**config.mk**
```make
export PLATFORM = sky130hd
export DESIGN_NAME = rst_seq_ctrl
export DESIGN_NICKNAME = d
export VERILOG_FILES = /design/src/rtl/rsc_pkg.sv /design/src/rtl/rsc_pin_filter.sv /design/src/rtl/rsc_stall_mon.sv /design/src/rtl/rsc_cause_reg.sv /design/src/rtl/rsc_seq_fsm.sv /design/src/rtl/rst_seq_ctrl.sv
export SDC_FILE = /design/constraint.sdc
export NUM_CORES = 1
export LEC_CHECK = 0
export BUFFER_PORTS_ARGS = -buffer_cell sky130_fd_sc_hd__buf_2
export CAP_MARGIN = 10
export CORE_ASPECT_RATIO = 1.5
export CORE_UTILIZATION = 60
export CTS_BUF_LIST = sky130_fd_sc_hd__clkbuf_4
export DETAILED_ROUTE_END_ITERATION = 6
export PLACE_DENSITY = 0.89
export SLEW_MARGIN = 20
export SYNTH_ARGS = -nofsm -noshare
export SYNTH_HDL_FRONTEND = slang
export SYNTH_HIERARCHICAL = 1
export SYNTH_SLANG_ARGS = --single-unit
```
**constraint.sdc**
```tcl
create_clock -name clk -period 3.4 [get_ports clk]
set_clock_uncertainty 0.15 [all_clocks]
set_input_delay 0.51 -clock clk [delete_from_list [all_inputs] [get_ports clk]]
set_output_delay 0.51 -clock clk [all_outputs]
set_load 0.01 [all_outputs]
```
**src/rtl/rsc_pkg.sv**
```systemverilog
package rsc_pkg;

    typedef enum logic [1:0] {
        MODE_RUN  = 2'b00,
        MODE_STOP = 2'b01,
        MODE_SUB  = 2'b10,
        MODE_RSVD = 2'b11
    } clk_mode_e;

    typedef enum logic [1:0] {
        ST_IDLE,
        ST_DEFER,
        ST_HOLD,
        ST_STAB
    } seq_state_e;

    localparam int CAUSE_W     = 3;
    localparam int CAUSE_PIN   = 0;
    localparam int CAUSE_SW    = 1;
    localparam int CAUSE_STALL = 2;

    function automatic logic mode_needs_stab(input logic [1:0] mode);
        return (mode == MODE_STOP) || (mode == MODE_SUB);
    endfunction

endpackage

```
**src/rtl/rsc_pin_filter.sv**
```systemverilog
// Synchronizes the reset pin and measures its low time in machine cycles.
module rsc_pin_filter #(
    parameter int PIN_MIN_MC = 16
) (
    input  logic clk,
    input  logic arst_n,
    input  logic mc_tick,
    input  logic pin_n,
    output logic pin_low,
    output logic pin_req
);
    localparam int CW = $clog2(PIN_MIN_MC + 1);

    logic [1:0]    sync_q;
    logic [CW-1:0] low_cnt;

    always_ff @(posedge clk or negedge arst_n) begin
        if (!arst_n) begin
            sync_q <= 2'b11;
        end else begin
            sync_q <= {sync_q[0], pin_n};
        end
    end

    assign pin_low = !sync_q[1];

    always_ff @(posedge clk or negedge arst_n) begin
        if (!arst_n) begin
            low_cnt <= '0;
        end else if (!pin_low) begin
            low_cnt <= '0;
        end else if (mc_tick && (low_cnt != CW'(PIN_MIN_MC))) begin
            low_cnt <= low_cnt + 1'b1;
        end
    end

    // One pulse per low period, on the strobe that completes the minimum.
    assign pin_req = pin_low && mc_tick && (low_cnt == CW'(PIN_MIN_MC - 1));

endmodule

```
**src/rtl/rsc_stall_mon.sv**
```systemverilog
// Counts consecutive machine cycles of a ready-stretched external access.
module rsc_stall_mon #(
    parameter int STALL_MC = 16
) (
    input  logic clk,
    input  logic arst_n,
    input  logic mc_tick,
    input  logic bus_ext,
    input  logic bus_rdy,
    output logic stall_force
);
    localparam int CW = $clog2(STALL_MC + 1);

    logic [CW-1:0] stall_cnt;
    logic          stalled;

    assign stalled = bus_ext && !bus_rdy;

    always_ff @(posedge clk or negedge arst_n) begin
        if (!arst_n) begin
            stall_cnt <= '0;
        end else if (!stalled) begin
            stall_cnt <= '0;
        end else if (mc_tick && (stall_cnt != CW'(STALL_MC))) begin
            stall_cnt <= stall_cnt + 1'b1;
        end
    end

    assign stall_force = stalled && (stall_cnt == CW'(STALL_MC));

endmodule

```
**src/rtl/rsc_cause_reg.sv**
```systemverilog
// Software reset bit and sticky cause flags.
module rsc_cause_reg
    import rsc_pkg::*;
(
    input  logic               clk,
    input  logic               arst_n,
    input  logic               wr_allow,
    input  logic               sw_wr,
    input  logic               sw_wdata,
    input  logic               sw_restore,
    input  logic               clr_wr,
    input  logic [CAUSE_W-1:0] clr_data,
    input  logic [CAUSE_W-1:0] cause_set,
    output logic               sw_bit,
    output logic [CAUSE_W-1:0] cause_q
);
    logic [CAUSE_W-1:0] clr_mask;

    assign clr_mask = clr_wr ? clr_data : '0;

    always_ff @(posedge clk or negedge arst_n) begin
        if (!arst_n) begin
            sw_bit <= 1'b1;
        end else if (sw_restore) begin
            sw_bit <= 1'b1;
        end else if (sw_wr && wr_allow && !sw_wdata) begin
            sw_bit <= 1'b0;
        end
    end

    always_ff @(posedge clk or negedge arst_n) begin
        if (!arst_n) begin
            cause_q <= '0;
        end else begin
            cause_q <= (cause_q & ~clr_mask) | cause_set;
        end
    end

endmodule

```
**src/rtl/rsc_seq_fsm.sv**
```systemverilog
// Acceptance, hold and settling sequencer.
module rsc_seq_fsm
    import rsc_pkg::*;
#(
    parameter int HOLD_MC   = 4,
    parameter int STAB_LOG2 = 17
) (
    input  logic               clk,
    input  logic               arst_n,
    input  logic               mc_tick,
    input  logic               pin_req,
    input  logic               pin_low,
    input  logic               sw_pend,
    input  logic               wr_busy,
    input  logic               stall_force,
    input  logic [1:0]         clk_mode,
    output logic               int_rst,
    output logic               accept,
    output logic               in_defer,
    output logic               stab_q,
    output logic [CAUSE_W-1:0] cause_set
);
    localparam int HW = $clog2(HOLD_MC + 1);

    seq_state_e           state_q, state_d;
    logic [HW-1:0]        hold_cnt;
    logic [STAB_LOG2-1:0] stab_cnt;
    logic                 hold_done, stab_done;
    logic                 pin_src, forced;

    assign hold_done = (hold_cnt == HW'(HOLD_MC));
    assign stab_done = &stab_cnt;

    // State register
    always_ff @(posedge clk or negedge arst_n) begin
        if (!arst_n) begin
            state_q <= ST_HOLD;
        end else begin
            state_q <= state_d;
        end
    end

    // Next state
    always_comb begin
        state_d = state_q;
        pin_src = 1'b0;
        forced  = 1'b0;
        unique case (state_q)
            ST_IDLE: begin
                if (pin_req) begin
                    if (wr_busy && !stall_force) begin
                        state_d = ST_DEFER;
                    end else begin
                        state_d = ST_HOLD;
                        pin_src = 1'b1;
                        forced  = wr_busy;
                    end
                end else if (sw_pend) begin
                    state_d = ST_HOLD;
                end
            end
            ST_DEFER: begin
                if (!wr_busy || stall_force) begin
                    state_d = ST_HOLD;
                    pin_src = 1'b1;
                    forced  = wr_busy;
                end
            end
            ST_HOLD: begin
                if (hold_done && !pin_low) begin
                    state_d = stab_q ? ST_STAB : ST_IDLE;
                end
            end
            ST_STAB: begin
                if (stab_done) begin
                    state_d = ST_IDLE;
                end
            end
            default: state_d = ST_IDLE;
        endcase
    end

    // Outputs
    always_comb begin
        int_rst   = (state_q == ST_HOLD) || (state_q == ST_STAB);
        in_defer  = (state_q == ST_DEFER);
        accept    = ((state_q == ST_IDLE) || (state_q == ST_DEFER)) && (state_d == ST_HOLD);
        cause_set = '0;
        if (accept) begin
            cause_set[CAUSE_PIN]   = pin_src;
            cause_set[CAUSE_SW]    = sw_pend;
            cause_set[CAUSE_STALL] = forced;
        end
    end

    // Hold counter and settling latch
    always_ff @(posedge clk or negedge arst_n) begin
        if (!arst_n) begin
            hold_cnt <= '0;
            stab_q   <= 1'b0;
        end else if (accept) begin
            hold_cnt <= '0;
            stab_q   <= pin_src && mode_needs_stab(clk_mode);
        end else if ((state_q == ST_HOLD) && mc_tick && !hold_done) begin
            hold_cnt <= hold_cnt + 1'b1;
        end
    end

    // Settling counter, in oscillator clocks
    always_ff @(posedge clk or negedge arst_n) begin
        if (!arst_n) begin
            stab_cnt <= '0;
        end else if (state_q != ST_STAB) begin
            stab_cnt <= '0;
        end else begin
            stab_cnt <= stab_cnt + 1'b1;
        end
    end

endmodule

```
**src/rtl/rst_seq_ctrl.sv**
```systemverilog
module rst_seq_ctrl
    import rsc_pkg::*;
#(
    parameter int PIN_MIN_MC = 16,
    parameter int STALL_MC   = 16,
    parameter int HOLD_MC    = 4,
    parameter int STAB_LOG2  = 17
) (
    input  logic         clk,
    input  logic         arst_n,
    input  logic         mcyc_en,
    input  logic         ext_rst_n,
    input  logic         ctl_wr,
    input  logic         ctl_wdata,
    input  logic         cause_clr_wr,
    input  logic [2:0]   cause_clr_data,
    input  logic         wr_busy,
    input  logic         bus_ext,
    input  logic         bus_rdy,
    input  logic [1:0]   clk_mode,
    output logic         int_rst,
    output logic [2:0]   cause_flags,
    output logic         swrst_rb
);
    logic               pin_low, pin_req, stall_force;
    logic               accept, fsm_defer, stab_q, sw_bit;
    logic [CAUSE_W-1:0] cause_set;

    rsc_pin_filter #(.PIN_MIN_MC(PIN_MIN_MC)) u_pin (
        .clk     (clk),
        .arst_n  (arst_n),
        .mc_tick (mcyc_en),
        .pin_n   (ext_rst_n),
        .pin_low (pin_low),
        .pin_req (pin_req)
    );

    rsc_stall_mon #(.STALL_MC(STALL_MC)) u_stall (
        .clk         (clk),
        .arst_n      (arst_n),
        .mc_tick     (mcyc_en),
        .bus_ext     (bus_ext),
        .bus_rdy     (bus_rdy),
        .stall_force (stall_force)
    );

    rsc_seq_fsm #(.HOLD_MC(HOLD_MC), .STAB_LOG2(STAB_LOG2)) u_fsm (
        .clk         (clk),
        .arst_n      (arst_n),
        .mc_tick     (mcyc_en),
        .pin_req     (pin_req),
        .pin_low     (pin_low),
        .sw_pend     (!sw_bit),
        .wr_busy     (wr_busy),
        .stall_force (stall_force),
        .clk_mode    (clk_mode),
        .int_rst     (int_rst),
        .accept      (accept),
        .in_defer    (fsm_defer),
        .stab_q      (stab_q),
        .cause_set   (cause_set)
    );

    rsc_cause_reg u_cause (
        .clk        (clk),
        .arst_n     (arst_n),
        .wr_allow   (!int_rst),
        .sw_wr      (ctl_wr),
        .sw_wdata   (ctl_wdata),
        .sw_restore (accept),
        .clr_wr     (cause_clr_wr),
        .clr_data   (cause_clr_data),
        .cause_set  (cause_set),
        .sw_bit     (sw_bit),
        .cause_q    (cause_flags)
    );

    assign swrst_rb = sw_bit;

endmodule

```
After elaboration in Yosys (flattened, before gate mapping)
Index checks and enable logic that the tools add are counted.
{"block": "classes", "addsub": 4, "n_eq_ne": 13, "n_mux": 27, "bitwise_logic": 3, "reduce_logical": 31}
{"cell": "$mux 5", "count": 4}
{"cell": "$add 17x1->17 const B", "count": 1}
{"cell": "$mux 17", "count": 1}
{"cell": "$reduce_and 17->1", "count": 1}
{"cell": "$logic_and 1x1->1", "count": 14}
{"cell": "$mux 2", "count": 7}
{"cell": "$mux 3", "count": 4}
{"cell": "$add 5x1->5 const B", "count": 2}
{"cell": "$ne 5x5->1 const B", "count": 2}
{"cell": "$eq 2x2->1 const B", "count": 4}
{"cell": "$logic_not 1->1", "count": 8}
{"cell": "$mux 1", "count": 8}
{"cell": "$pmux 2 s4", "count": 1}
{"cell": "$reduce_bool 2->1", "count": 3}
{"cell": "$eq 5x4->1 const B", "count": 1}
{"cell": "$eq 5x5->1 const B", "count": 1}
{"cell": "$eq 2x1->1 const B", "count": 2}
{"cell": "$logic_or 1x1->1", "count": 4}
{"cell": "$ne 2x2->1 const B", "count": 2}
{"cell": "$pmux 1 s2", "count": 2}
{"cell": "$add 3x1->3 const B", "count": 1}
{"cell": "$and 3x3->3", "count": 1}
{"cell": "$eq 3x3->1 const B", "count": 1}
{"cell": "$not 3->3", "count": 1}
{"cell": "other kinds (2)", "count": 2}
{"block": "word_totals", "regBits": 39, "word_cells": 87}

Logic depth before layout (Yosys ltp)
{"block": "logic_depth", "depth_word": 12, "ltp_mapped": 8, "ltp_nobuf": 8}

By module
Netlist, hierarchy kept.
{"module": "rsc_seq_fsm", "instances": 1, "cells_each": 137, "area_per_inst_um2": 1327.5, "seq_area_each_um2": 576.8}
{"module": "rsc_pin_filter", "instances": 1, "cells_each": 33, "area_per_inst_um2": 374.1, "seq_area_each_um2": 177.7}
{"module": "rsc_stall_mon", "instances": 1, "cells_each": 30, "area_per_inst_um2": 285.3, "seq_area_each_um2": 125.1}
{"module": "rsc_cause_reg", "instances": 1, "cells_each": 13, "area_per_inst_um2": 148.9, "seq_area_each_um2": 101.3}
{"module": "rst_seq_ctrl", "instances": 1, "cells_each": 2, "area_per_inst_um2": 7.5, "seq_area_each_um2": 0.0}

Worst setup path after synthesis
Ideal clock, no wire load.
{"block": "synth_path", "path_type": "reg-to-reg", "start": "reg u_pin.low_cnt[0]", "end": "reg u_fsm.stab_q", "setup_time_ns": 0.125, "arrival_time_ns": 2.094, "path_slack_ns": 1.031, "path_stages_with_launch": 8, "path_buffers": 0, "period_less_slack_ns": 2.369, "path_cell_list": "dfrtp_1 > ha_1 > and3_2 > ha_1 > and3_1 > or2_0 > a211oi_2 > mux2_4"}
{"block": "synth_via", "elab_chain_len": 6}
{"element": "start, declared", "line": "rsc_pin_filter.sv:15", "rtl": "logic [CW-1:0] low_cnt;"}
{"element": "start signal, assigned", "line": "rsc_pin_filter.sv:33", "rtl": "low_cnt <= low_cnt + 1'b1;"}
{"element": "$eq 5x4->1", "line": "rsc_pin_filter.sv:38", "rtl": "assign pin_req = pin_low && mc_tick && (low_cnt == CW'(PIN_MIN_MC - 1));"}
{"element": "$logic_and 1x1->1", "line": "rsc_pin_filter.sv:38"}
{"element": "via pin_req", "line": "rst_seq_ctrl.sv:25", "rtl": "logic pin_low, pin_req, stall_force;"}
{"element": "$mux 2", "line": "rsc_seq_fsm.sv:50", "rtl": "if (pin_req) begin"}
{"element": "$pmux 2 s4", "line": "rsc_seq_fsm.sv:48", "rtl": "unique case (state_q)"}
{"element": "$eq 2x2->1", "line": "rsc_seq_fsm.sv:87", "rtl": "accept = ((state_q == ST_IDLE) || (state_q == ST_DEFER)) && (state_d == ST_HOLD);"}
{"element": "$logic_and 1x1->1", "line": "rsc_seq_fsm.sv:87"}
{"element": "via accept", "line": "rst_seq_ctrl.sv:26", "rtl": "logic accept, fsm_defer, stab_q, sw_bit;"}
{"element": "end signal, assigned", "line": "rsc_seq_fsm.sv:103", "rtl": "stab_q <= pin_src && mode_needs_stab(clk_mode);"}
{"element": "end, declared", "line": "rsc_seq_fsm.sv:20", "rtl": "output logic stab_q,"}
The timed path passes the listed nets, and every way through them passes these cells.
A chain may end at the register's enable or synchronous reset.

Worst setup path after layout
Same ends and word-level chain as after synthesis.

==> summary.txt <==
Run status
  – Run status: complete, no violations

Finish
  – Area of the multi-input gates: 1079 sq um
  – Layout cell share with drive strength beyond 1: 0.2000
  – Final std cells w/o fill: 277
  – Fill cells: 277
  – # nets final: 258
  – Area Growth Syn to Fin: 10.66%
  – ANT cells: 0
  – Register area: 980.9 sq um

Clock network
  – Clock transition at the registers of the reported paths: 0.13 ns
  – CTS Root Cell: clkbuf_4
  – CTS Hold Bufs: 0
  – CTS buffer count: 5
  – CTS Buffer Depth: 2
  – Clk_lat worst skew: 0.36 ns
  – H-tree depth: 2
  – Sink Count: 39
  – CTS tree: built
  – Post-CTS Repair Setup Buffers: 0
  – Post-CTS Resized: 0

Route
  – TritonRoute pass-1 iters: 4
  – Highest Signal Layer: met4
  – Drt via density: 6.108
  – WL/cell: 15.04 um
  – DRT antenna net count: 0
  – Number of remaining DRC errors: 0
  – Via count: 1692
  – Drt total wl: 4166 um
  – Initial DRC count: 50
  – DRT met1 WL: 1623 um
  – Wire length on met2: 2289 um
  – DR WL met3: 132 um

STA
  – TNS Setup: 0 ns
  – Final min period: 2.519 ns
  – Least-Margin Pin Slew: 0.8388 ns
  – Final Slew Violations: 0
  – Final Hold Fails: 0
  – Max Clk Rate: 0.3969 GHz
  – Slew headroom: 0.4408
  – RSZ-0062 raised after global routing: false
  – Final setup fails: 0
  – Final period util: 0.7410

Power
  – Pleak: 1.058 nW
  – Peak supply drop: 0.4518 mV
  – Power Dens Cells: 535.3 nW/um^2

Setup path
  – CP dominant cell by count: ha_1
  – Worst Setup EP: u_fsm/stab_q$_DFFE_PN0P_
  – Critical path type: flop to flop
  – CP startpoint: u_pin/low_cnt[0]$_DFFE_PN0P_
  – CP peak stage delay: 0.47 ns
  – CP cell instances: ha_1, and3_2, ha_1, and3_1, or2_0, a211oi_2, mux2_4
  – R2r setup slk: 0.88 ns
  – Crit start category: flop
  – RR Startpoint: u_pin/low_cnt[0]$_DFFE_PN0P_
  – Worst EP arrival: 2.63 ns
  – Capturing point of the worst reg2reg path: u_fsm/stab_q$_DFFE_PN0P_
  – CP max stage cell: a211oi_2
  – Crit Path Max Fanout: 7
  – Worst path required time: 3.51 ns
  – R2R cell count: 7
  – CP Capture Type: flop

Die
  – Core area: 3416 sq um
  – Chip width: 50.73 um
  – Die area: 3809 sq um
  – Chip height: 75.09 um
  – I/O Pins: 20
  – Starting Density: 0.6256
  – Num rows: 26

Run
  – Max Cap Violations: 0

Global route
  – Initial antenna violation count: 0
  – Number of global-route vias before repair: 1583
  – All-Layer GR Usage: 0.2439
  – Overflow after GRT: 0
  – Largest net degree at the start of global routing: 40
  – First-pass GRT wire length: 6824 um

Synth
  – Number of standard cells after synthesis: 214
  – Syn_area_per_cell: 9.986 sq um
  – Yosys warns: 6
  – Mapped Area: 2137 sq um
  – Syn Nets: 238

Place
  – DP Cell Count: 269
  – Count of input and output buffers: 19
  – DPL Wire Length: 2882 um
  – GPL Wtd Cong: 0.7764

Min path
  – Worst min-delay path class: input pin to asynchronous set/reset pin
[area by class of cell]
type / count / share of cell area
clock buffers: 5 / 0.01587
clock inverters: 3 / 0.02857
inverters: 14 / 0.02222
multi-input cells: 155 / 0.4561
flip-flops and latches: 39 / 0.4148
well taps: 42 / 0.02222
repair buffers: 19 / 0.04021
[stage by stage]
| stage | hold slack (ns) | area [sq um] | utilization | worst slack [ns] | power (mW) |
|---|---|---|---|---|---|
| global placement | 0.1959 | 2260 | 0.6615 | 0.9287 | 0.8515 |
| global route | 0.08807 | 2365 | 0.6923 | 0.7573 | 1.336 |
| CTS | 0.09656 | 2365 | 0.6923 | 0.8927 | 1.272 |
| floorplan | 0.06441 | 2137 | - | 1.031 | 0.7840 |
| detailed placement | 0.1968 | 2260 | 0.6615 | 0.8981 | 0.8711 |
| finish | 0.08683 | 2365 | 0.6923 | 0.8805 | 1.266 |
[where the power goes]
group / switching [mW] / internal [mW]
registers: 0.0714 / 0.526
clock network: 0.168 / 0.229
logic: 0.154 / 0.117
[critical path: cells and delay by family (launching register included)]
family | cells | cell delay [ns]
and+or+nand+nor | 3 | 0.66
AOI/OAI and AO/OA | 1 | 0.47
DFF | 1 | 0.43
adders and majority gates | 2 | 0.39
muxes | 1 | 0.34
[registers in the layout, summed over array words and instances, names as in the netlist]
register / count
u_stall/stall_cnt: 5
u_fsm/stab_q: 1
u_fsm/state_q: 2
u_fsm/stab_cnt: 17
u_cause/sw_bit: 1
u_fsm/hold_cnt: 3
u_pin/sync_q: 2
u_pin/low_cnt: 5
u_cause/cause_q: 3
[layer usage]
metal | vias up | global-route usage
li1 | 803 | -
met1 | 832 | 0.2595
met2 | 42 | 0.4474
met3 | 15 | 0.05455
met4 | 0 | 0.1265
met5 | - | 0
[worst min path at each step]
stage | slack (ns) | from | cells past startpoint | endpoint
floorplan | 0.06 | arst_n | 0 | u_cause/cause_q[0]$_DFF_PN0_
global placement | 0.20 | u_pin/sync_q[0]$_DFF_PN1_ | 0 | u_pin/sync_q[1]$_DFF_PN1_
detailed placement | 0.20 | u_pin/sync_q[0]$_DFF_PN1_ | 0 | u_pin/sync_q[1]$_DFF_PN1_
CTS | 0.1 | ext_rst_n | 1 | u_pin/sync_q[0]$_DFF_PN1_
global route | 0.09 | ext_rst_n | 1 | u_pin/sync_q[0]$_DFF_PN1_
finish | 0.09 | arst_n | 1 | u_fsm/stab_cnt[12]$_DFF_PN0_
[placed cells by master, fill, tap and decap left out, drive strengths merged, types with 2 or more instances in the layout]
master,count
ha,9
nor3,5
dfrtp,35
nor4,5
xnor2,2
nand3b,2
a21oi,12
nand2b,7
mux2i,6
xor2,5
buf,19
mux2,2
nand3,8
a31oi,2
nand4,8
o21ai,7
and3,5
clkbuf,5
dfstp,4
and2,3
or3,4
nor2b,2
o31ai,4
a211oi,3
or4,4
nand2,22
inv,14
a21o,3
nor2,14
bufinv,2
Power figures use the tool's default switching activity.
